### src/rtl/smul_pkg.sv
package smul_pkg;

  localparam int MAX_COLS = 64;

  localparam int SEL_HEIGHT   = 0;
  localparam int SEL_CARRY_IN = 1;
  localparam int SEL_FULL     = 2;
  localparam int SEL_HALF     = 3;

  // number of matrix bits in column c, constants included
  function automatic int pp_height(input int w, input int c);
    int n;
    n = 0;
    for (int i = 0; i < w; i++)
      if (c >= i && c <= i + w - 1) n++;
    if (c == w || c == 2 * w - 1) n++;
    return n;
  endfunction

  function automatic int pp_max_height(input int w);
    int m;
    m = 0;
    for (int c = 0; c < 2 * w; c++)
      if (pp_height(w, c) > m) m = pp_height(w, c);
    return m;
  endfunction

  // number of targets in 2,3,4,6,9,.. below the initial height
  function automatic int stage_count(input int w);
    int d;
    int m;
    int hm;
    d  = 2;
    m  = 0;
    hm = pp_max_height(w);
    while (d < hm) begin
      m++;
      d = d * 3 / 2;
    end
    return m;
  endfunction

  function automatic int stage_target(input int w, input int s);
    int d;
    d = 2;
    for (int k = 1; k < stage_count(w) - s; k++) d = d * 3 / 2;
    return d;
  endfunction

  // replays the reduction schedule up to stage s and reports column c
  function automatic int col_info(input int w, input int s, input int c, input int sel);
    int h [MAX_COLS];
    int carry;
    int n;
    int d;
    int r;
    int nf;
    int nh;
    int res;
    res = 0;
    for (int k = 0; k < MAX_COLS; k++) h[k] = (k < 2 * w) ? pp_height(w, k) : 0;
    for (int st = 0; st <= s; st++) begin
      d     = stage_target(w, st);
      carry = 0;
      for (int col = 0; col < 2 * w; col++) begin
        n  = h[col] + carry;
        r  = (n > d) ? n - d : 0;
        nf = r / 2;
        nh = r % 2;
        if (st == s && col == c) begin
          if (sel == SEL_HEIGHT)        res = h[col];
          else if (sel == SEL_CARRY_IN) res = carry;
          else if (sel == SEL_FULL)     res = nf;
          else                          res = nh;
        end
        h[col] = n - 2 * nf - nh;
        carry  = nf + nh;
      end
    end
    return res;
  endfunction

endpackage

### src/rtl/smul_counter.sv
module smul_counter #(
  parameter bit FULL = 1'b1
) (
  input  logic x_i,
  input  logic y_i,
  input  logic z_i,
  output logic sum_o,
  output logic carry_o
);

  if (FULL) begin : g_full
    assign sum_o   = x_i ^ y_i ^ z_i;
    assign carry_o = (x_i & y_i) | (z_i & (x_i ^ y_i));
  end else begin : g_half
    logic unused_z;
    assign unused_z = z_i;
    assign sum_o    = x_i ^ y_i;
    assign carry_o  = x_i & y_i;
  end

endmodule

### src/rtl/smul_ppgen.sv
module smul_ppgen
  import smul_pkg::*;
#(
  parameter int W    = 6,
  parameter int MAXH = 8
) (
  input  logic [W-1:0]                a_i,
  input  logic [W-1:0]                b_i,
  output logic [2*W-1:0][MAXH-1:0]    mat_o
);

  localparam int COLS = 2 * W;

  for (genvar c = 0; c < COLS; c++) begin : g_col
    localparam bit HAS_ONE = (c == W) || (c == COLS - 1);
    localparam int LO      = (c > W - 1) ? c - W + 1 : 0;
    localparam int NR      = pp_height(W, c) - (HAS_ONE ? 1 : 0);
    for (genvar j = 0; j < MAXH; j++) begin : g_bit
      if (j < NR) begin : g_pp
        localparam int RI = LO + j;
        localparam int CI = c - RI;
        // weight carries exactly one operand MSB: store the complement
        localparam bit INV = (RI == W - 1) != (CI == W - 1);
        assign mat_o[c][j] = (a_i[CI] & b_i[RI]) ^ INV;
      end else if (j == NR && HAS_ONE) begin : g_one
        assign mat_o[c][j] = 1'b1;
      end else begin : g_nil
        assign mat_o[c][j] = 1'b0;
      end
    end
  end

endmodule

### src/rtl/smul_csa_stage.sv
module smul_csa_stage
  import smul_pkg::*;
#(
  parameter int W    = 6,
  parameter int S    = 0,
  parameter int MAXH = 8
) (
  input  logic [2*W-1:0][MAXH-1:0] mat_i,
  output logic [2*W-1:0][MAXH-1:0] mat_o
);

  localparam int COLS = 2 * W;
  localparam int LMAX = 2 * MAXH;

  logic [COLS-1:0][LMAX-1:0] lst;
  logic [COLS-1:0][MAXH-1:0] cy;
  logic [COLS-1:0][MAXH-1:0] sm;

  for (genvar c = 0; c < COLS; c++) begin : g_col
    localparam int HI   = col_info(W, S, c, SEL_HEIGHT);
    localparam int CIN  = col_info(W, S, c, SEL_CARRY_IN);
    localparam int NF   = col_info(W, S, c, SEL_FULL);
    localparam int NH   = col_info(W, S, c, SEL_HALF);
    localparam int NC   = NF + NH;
    localparam int NI   = HI + CIN;
    localparam int HO   = NI - NF - NC;
    localparam int USED = 3 * NF + 2 * NH;

    // column list: own bits first, then carries from the column below
    for (genvar j = 0; j < LMAX; j++) begin : g_lst
      if (j < HI) begin : g_own
        assign lst[c][j] = mat_i[c][j];
      end else if (j < NI) begin : g_cin
        assign lst[c][j] = cy[c-1][j-HI];
      end else begin : g_nil
        assign lst[c][j] = 1'b0;
      end
    end

    for (genvar k = 0; k < MAXH; k++) begin : g_cnt
      if (k < NF) begin : g_fa
        smul_counter #(.FULL(1'b1)) u_cnt (
          .x_i    (lst[c][3*k]),
          .y_i    (lst[c][3*k+1]),
          .z_i    (lst[c][3*k+2]),
          .sum_o  (sm[c][k]),
          .carry_o(cy[c][k])
        );
      end else if (k < NC) begin : g_ha
        smul_counter #(.FULL(1'b0)) u_cnt (
          .x_i    (lst[c][3*NF]),
          .y_i    (lst[c][3*NF+1]),
          .z_i    (1'b0),
          .sum_o  (sm[c][k]),
          .carry_o(cy[c][k])
        );
      end else begin : g_none
        assign sm[c][k] = 1'b0;
        assign cy[c][k] = 1'b0;
      end
    end

    for (genvar j = 0; j < MAXH; j++) begin : g_out
      if (j < NC) begin : g_sum
        assign mat_o[c][j] = sm[c][j];
      end else if (j < HO) begin : g_pass
        assign mat_o[c][j] = lst[c][USED+j-NC];
      end else begin : g_nil
        assign mat_o[c][j] = 1'b0;
      end
    end
  end

  // spare slots and the top column's carries are left open
  logic unused_bits;
  assign unused_bits = ^{mat_i, lst, cy, sm};

endmodule

### src/rtl/smul_cpa.sv
module smul_cpa #(
  parameter int W    = 6,
  parameter int MAXH = 8
) (
  input  logic [2*W-1:0][MAXH-1:0] mat_i,
  output logic [2*W-1:0]           sum_o
);

  localparam int COLS = 2 * W;

  logic [COLS-1:0] row_x;
  logic [COLS-1:0] row_y;

  for (genvar c = 0; c < COLS; c++) begin : g_col
    assign row_x[c] = mat_i[c][0];
    assign row_y[c] = mat_i[c][1];
  end

  // carry out of the top column is dropped: result is modulo 2^(2W)
  assign sum_o = row_x + row_y;

  logic unused_bits;
  assign unused_bits = ^mat_i;

endmodule

### src/rtl/smul_top.sv
module smul_top
  import smul_pkg::*;
#(
  parameter int W       = 6,
  parameter bit OUT_REG = 1'b1
) (
  input  logic           clk_i,
  input  logic           rst_ni,
  input  logic           valid_i,
  input  logic [W-1:0]   a_i,
  input  logic [W-1:0]   b_i,
  output logic           valid_o,
  output logic [2*W-1:0] prod_o
);

  localparam int COLS = 2 * W;
  localparam int MAXH = W + 2;
  localparam int NS   = stage_count(W);

  logic [NS:0][COLS-1:0][MAXH-1:0] mat;
  logic [COLS-1:0]                 prod_c;

  smul_ppgen #(.W(W), .MAXH(MAXH)) u_ppgen (
    .a_i  (a_i),
    .b_i  (b_i),
    .mat_o(mat[0])
  );

  for (genvar s = 0; s < NS; s++) begin : g_stage
    smul_csa_stage #(.W(W), .S(s), .MAXH(MAXH)) u_stage (
      .mat_i(mat[s]),
      .mat_o(mat[s+1])
    );
  end

  smul_cpa #(.W(W), .MAXH(MAXH)) u_cpa (
    .mat_i(mat[NS]),
    .sum_o(prod_c)
  );

  if (OUT_REG) begin : g_reg
    logic            valid_q;
    logic [COLS-1:0] prod_q;
    always_ff @(posedge clk_i or negedge rst_ni) begin
      if (!rst_ni) begin
        valid_q <= 1'b0;
        prod_q  <= '0;
      end else begin
        valid_q <= valid_i;
        if (valid_i) prod_q <= prod_c;
      end
    end
    assign valid_o = valid_q;
    assign prod_o  = prod_q;
  end else begin : g_comb
    logic unused_clk;
    assign unused_clk = clk_i ^ rst_ni;
    assign valid_o    = valid_i;
    assign prod_o     = prod_c;
  end

endmodule

### config.mk
export PLATFORM = sky130hd
export DESIGN_NAME = smul_top
export DESIGN_NICKNAME = d
export VERILOG_FILES = /design/src/rtl/smul_pkg.sv /design/src/rtl/smul_counter.sv /design/src/rtl/smul_ppgen.sv /design/src/rtl/smul_csa_stage.sv /design/src/rtl/smul_cpa.sv /design/src/rtl/smul_top.sv
export SDC_FILE = /design/constraint.sdc
export NUM_CORES = 1
export LEC_CHECK = 0
export CAP_MARGIN = 20
export CORE_ASPECT_RATIO = 0.8
export CORE_MARGIN = 5
export CORE_UTILIZATION = 53
export CTS_CLUSTER_DIAMETER = 60
export DETAILED_ROUTE_END_ITERATION = 10
export MAX_ROUTING_LAYER = met4
export PLACE_DENSITY_LB_ADDON = 0.2
export SLEW_MARGIN = 10
export SYNTH_ARGS = -nofsm -noshare
export SYNTH_HDL_FRONTEND = slang
export SYNTH_SLANG_ARGS = --single-unit
export TNS_END_PERCENT = 1
### constraint.sdc
create_clock -name clk_i -period 0.89 [get_ports clk_i]
set_input_delay 0.267 -clock clk_i [delete_from_list [all_inputs] [get_ports clk_i]]
set_output_delay 0.267 -clock clk_i [all_outputs]
set_load 0.005 [all_outputs]
==> impl_metrics.toml <==
[synthesis]
synthAdderAreaFrac_pct = 32.2
synthArstFlopShare_pct = 100
ys_ff_latch = 13
synth_top_family_by_area = "adder cells"
synth_edf_count = 0
synth-compound-area-share_pct = 15.8
synth.cell_area_mm2 = 0.00158
yosys.cell_types.count = 40
synth_mux_area_share_pct = 3.57
syn_nets = 209
synth-simple-area-share_pct = 18.5
seq_area_frac_synth_pct = 20.7
synth_flop_cell = "dfrtp_1"
postSynthCellCount = 163
syn_area_per_cell_um2 = 9.66
synth_xor_area_share_pct = 2.22
yosysWarnings = 0

[route]
first_pass_iters = 4
via_count = 1389
routed_via_density = 5.34
wl_per_cell_um = 14.9
antenna_left = 0
routed_wl_um = 3870
drt_iter0_drc = 25
drcViolationCount = 0

[floorplan]
initial_utilization_pct = 56.1
io_pins = 28
die-width_um = 71.0
die_area_mm2 = 0.00417
fp.coreArea_mm2 = 0.00281
num_rows = 17
die_y_um = 58.8

[setup_path]
worst-path-max-fanout = 5
reg2reg_depth = 3
critPathKind = "in -> reg"
start_kind = "input pin"
cp.arrival_ns = 3.12
cp_data_required_time_ns = 1.03
cp-end-kind = "register"
reg2reg_slack_ns = -0.05
endpoint = "prod_o[8]"
worstSetupStartpoint = "b_i[2]"
reg2reg_to = "prod_o[8]"
r2r-start = "prod_o[8]"

[worst_hold_path]
min_path_cells = 2
hold_path.class = "in -> reg"

[timing]
relSlewSlack_pct = 78.4
setup_viol = 24
timing.final.ws_setup_ns = -2.09
rsz0062_at_grt = "true"
clock_skew_ns = 0
period_minus_slack_ns = 2.98
hold_viol_final = 0
maxSlewViolCount = 0
fin_crit_sh_pct = 334
max_freq_mhz = 336
max_slew.worst_pin.slew_ns = 0.324

[power]
seqPwrFrac_pct = 21.0
p_leak_nw = 1.06
p_sw_w = 0.00169
combinationalPowerShare_pct = 66.6
intPower_w = 0.00257
powerDensity_mw_per_mm2 = 1940
switching_share_pct = 39.7
ir_drop_uv = 1490
clkPwrFrac_pct = 12.3

[outcome]
violations = "setup timing"
status = "complete, but fails checks"

[placement]
io_buffers = 27
gp_congestion = 0.861
dp.cells = 256
placed_cell_area_mm2 = 0.00215
dp.final_hpwl_um = 3190

[cells_and_area]
drive_above_1_share_pct = 43.2
n_fill_cell = 194
n_antenna_cell = 0
area_growth_pct = 39.8
fin_area_mm2 = 0.00220
nNetsFinal = 269
stdcell_count = 260

[global_route]
grt_remaining_overflow = 0
grt_max_degree = 14
grt_pass1_wl_um = 6820
grt_usage_pct = 20.9
antenna_found_initial = 0
first_global_vias = 1533

[clock_network]
cts_tree = "yes"
insertion_delay_ns = 0.24
cts_made_buffers = 3
cts_setup_buffers = 0
cts-root-buf = "clkbuf_8"
htree_levels = 1
cts.path.max_buffers = 2
path_clk_slew_ns = 0.06
numClockSinks = 13

[flow_run]
cap_violations = 0
## per-stage QoR
stage / setup TNS (ns) / hold WS [ns] / utilization [%] / setup WS [ns] / power, W
6_report: -19.31 / 0.359 / 78.4 / -2.09 / 0.00426
3_5_place_dp: -29.21 / 0.497 / 76.5 / -2.79 / 0.00381
5_1_grt: -20.57 / 0.373 / 78.4 / -2.20 / 0.00460
4_1_cts: -20.40 / 0.369 / 79.5 / -2.11 / 0.00429
2_1_floorplan: -17.64 / -0.0286 / - / -2.07 / 0.00259
3_3_place_gp: -28.55 / 0.488 / 76.5 / -2.72 / 0.00368
## cells by family after synthesis
kind of cell	Yosys count
AOI/OAI and AO/OA	32
DFF	13
adders and majority gates	31
and+or+nand+nor	51
buffers and inverters	27
muxes	5
xor gates and xnor gates	4
## state kept, by name, indices dropped and copies added (netlist names)
signal	cells
valid_o	1
prod_o	12
## layout by cell type (no fill, tap or decap), types with 3 or more instances in the layout
cell type | Yosys | layout
ha_1 | 15 | 7
a21oi_1 | 8 | 8
and2_1 | 21 | 15
buf_6 | 1 | 5
clkbuf_8 | 0 | 3
buf_2 | 1 | 9
ha_4 | 0 | 6
nand2_1 | 17 | 15
fa_1 | 16 | 16
and2_4 | 0 | 6
dfrtp_1 | 13 | 13
o211ai_1 | 4 | 4
mux2_2 | 5 | 4
inv_2 | 1 | 3
inv_1 | 23 | 21
clkbuf_2 | 0 | 11
buf_4 | 0 | 27
o21ai_0 | 4 | 3
## worst min-delay path by stage
stage,from,end,slack [ns]
after CTS,rst_ni,prod_o[6],0.37
final,valid_i,valid_o,0.36
after global placement,prod_o[7],prod_o[7],0.49
after floorplan,rst_ni,prod_o[0],-0.03
after detailed placement,prod_o[5],prod_o[5],0.50
after global routing,valid_i,valid_o,0.37
## routing by layer
layer | vias up | share of wire (%) | track usage (%)
li1 | 667 | - | -
met1 | 701 | 45 | 25.0
met2 | 19 | 52 | 38.4
met3 | 2 | 2.6 | 3.41
met4 | 0 | 0.23 | 2.14
met5 | - | 0 | -
## area by class of cell
| class | instances | area (µm²) | share of cell area [%] |
|---|---|---|---|
| flip-flops and latches | 13 | 325 | 14.8 |
| inverters | 24 | 90.1 | 4.09 |
| repair buffers | 58 | 432 | 19.6 |
| well taps | 38 | 47.5 | 2.16 |
| clock buffers | 4 | 45.0 | 2.05 |
| multi-input cells | 123 | 1260 | 57.3 |
## worst max-delay path: stages
cell	delay [ns]
buf_4	0.13
and2_1	0.15
fa_1	0.50
fa_1	0.51
fa_1	0.54
inv_1	0.04
ha_2	0.21
buf_4	0.15
or3_1	0.38
o211ai_1	0.22
## power by group through the flow
stage,logic [W],clock network [W],registers (W)
after floorplan,0.00167,0,0.000916
after global placement,0.00278,0,0.000899
after detailed placement,0.00290,0,0.000907
after CTS,0.00286,0.000529,0.000901
after global routing,0.00312,0.000550,0.000925
final,0.00284,0.000526,0.000897
## cells in the mapped netlist (all sizes together) (2+ instances only)
library cell,count,area (µm²)
xnor2,2,17.5
and2,21,131
dfrtp,13,325
nand2,17,63.8
buf,2,16.3
and3,2,18.8
nor2,2,7.51
a21oi,10,65.1
nor3,2,10.0
o21a,2,15.0
ha,15,188
xor2,2,17.5
o211ai,4,30.0
nand3,2,10.0
mux2,5,56.3
inv,24,90.1
o21ai,6,37.5
fa,16,320
## what timing repair did
item	4_1_cts	5_1_grt
endpoints found under the hold margin	0	0
cloned	0	0
setup endpoints to repair	25	25
hold buffers	0	0
pin swaps	16	5
gates resized for setup	99	18
Power figures use the tool's default switching activity.
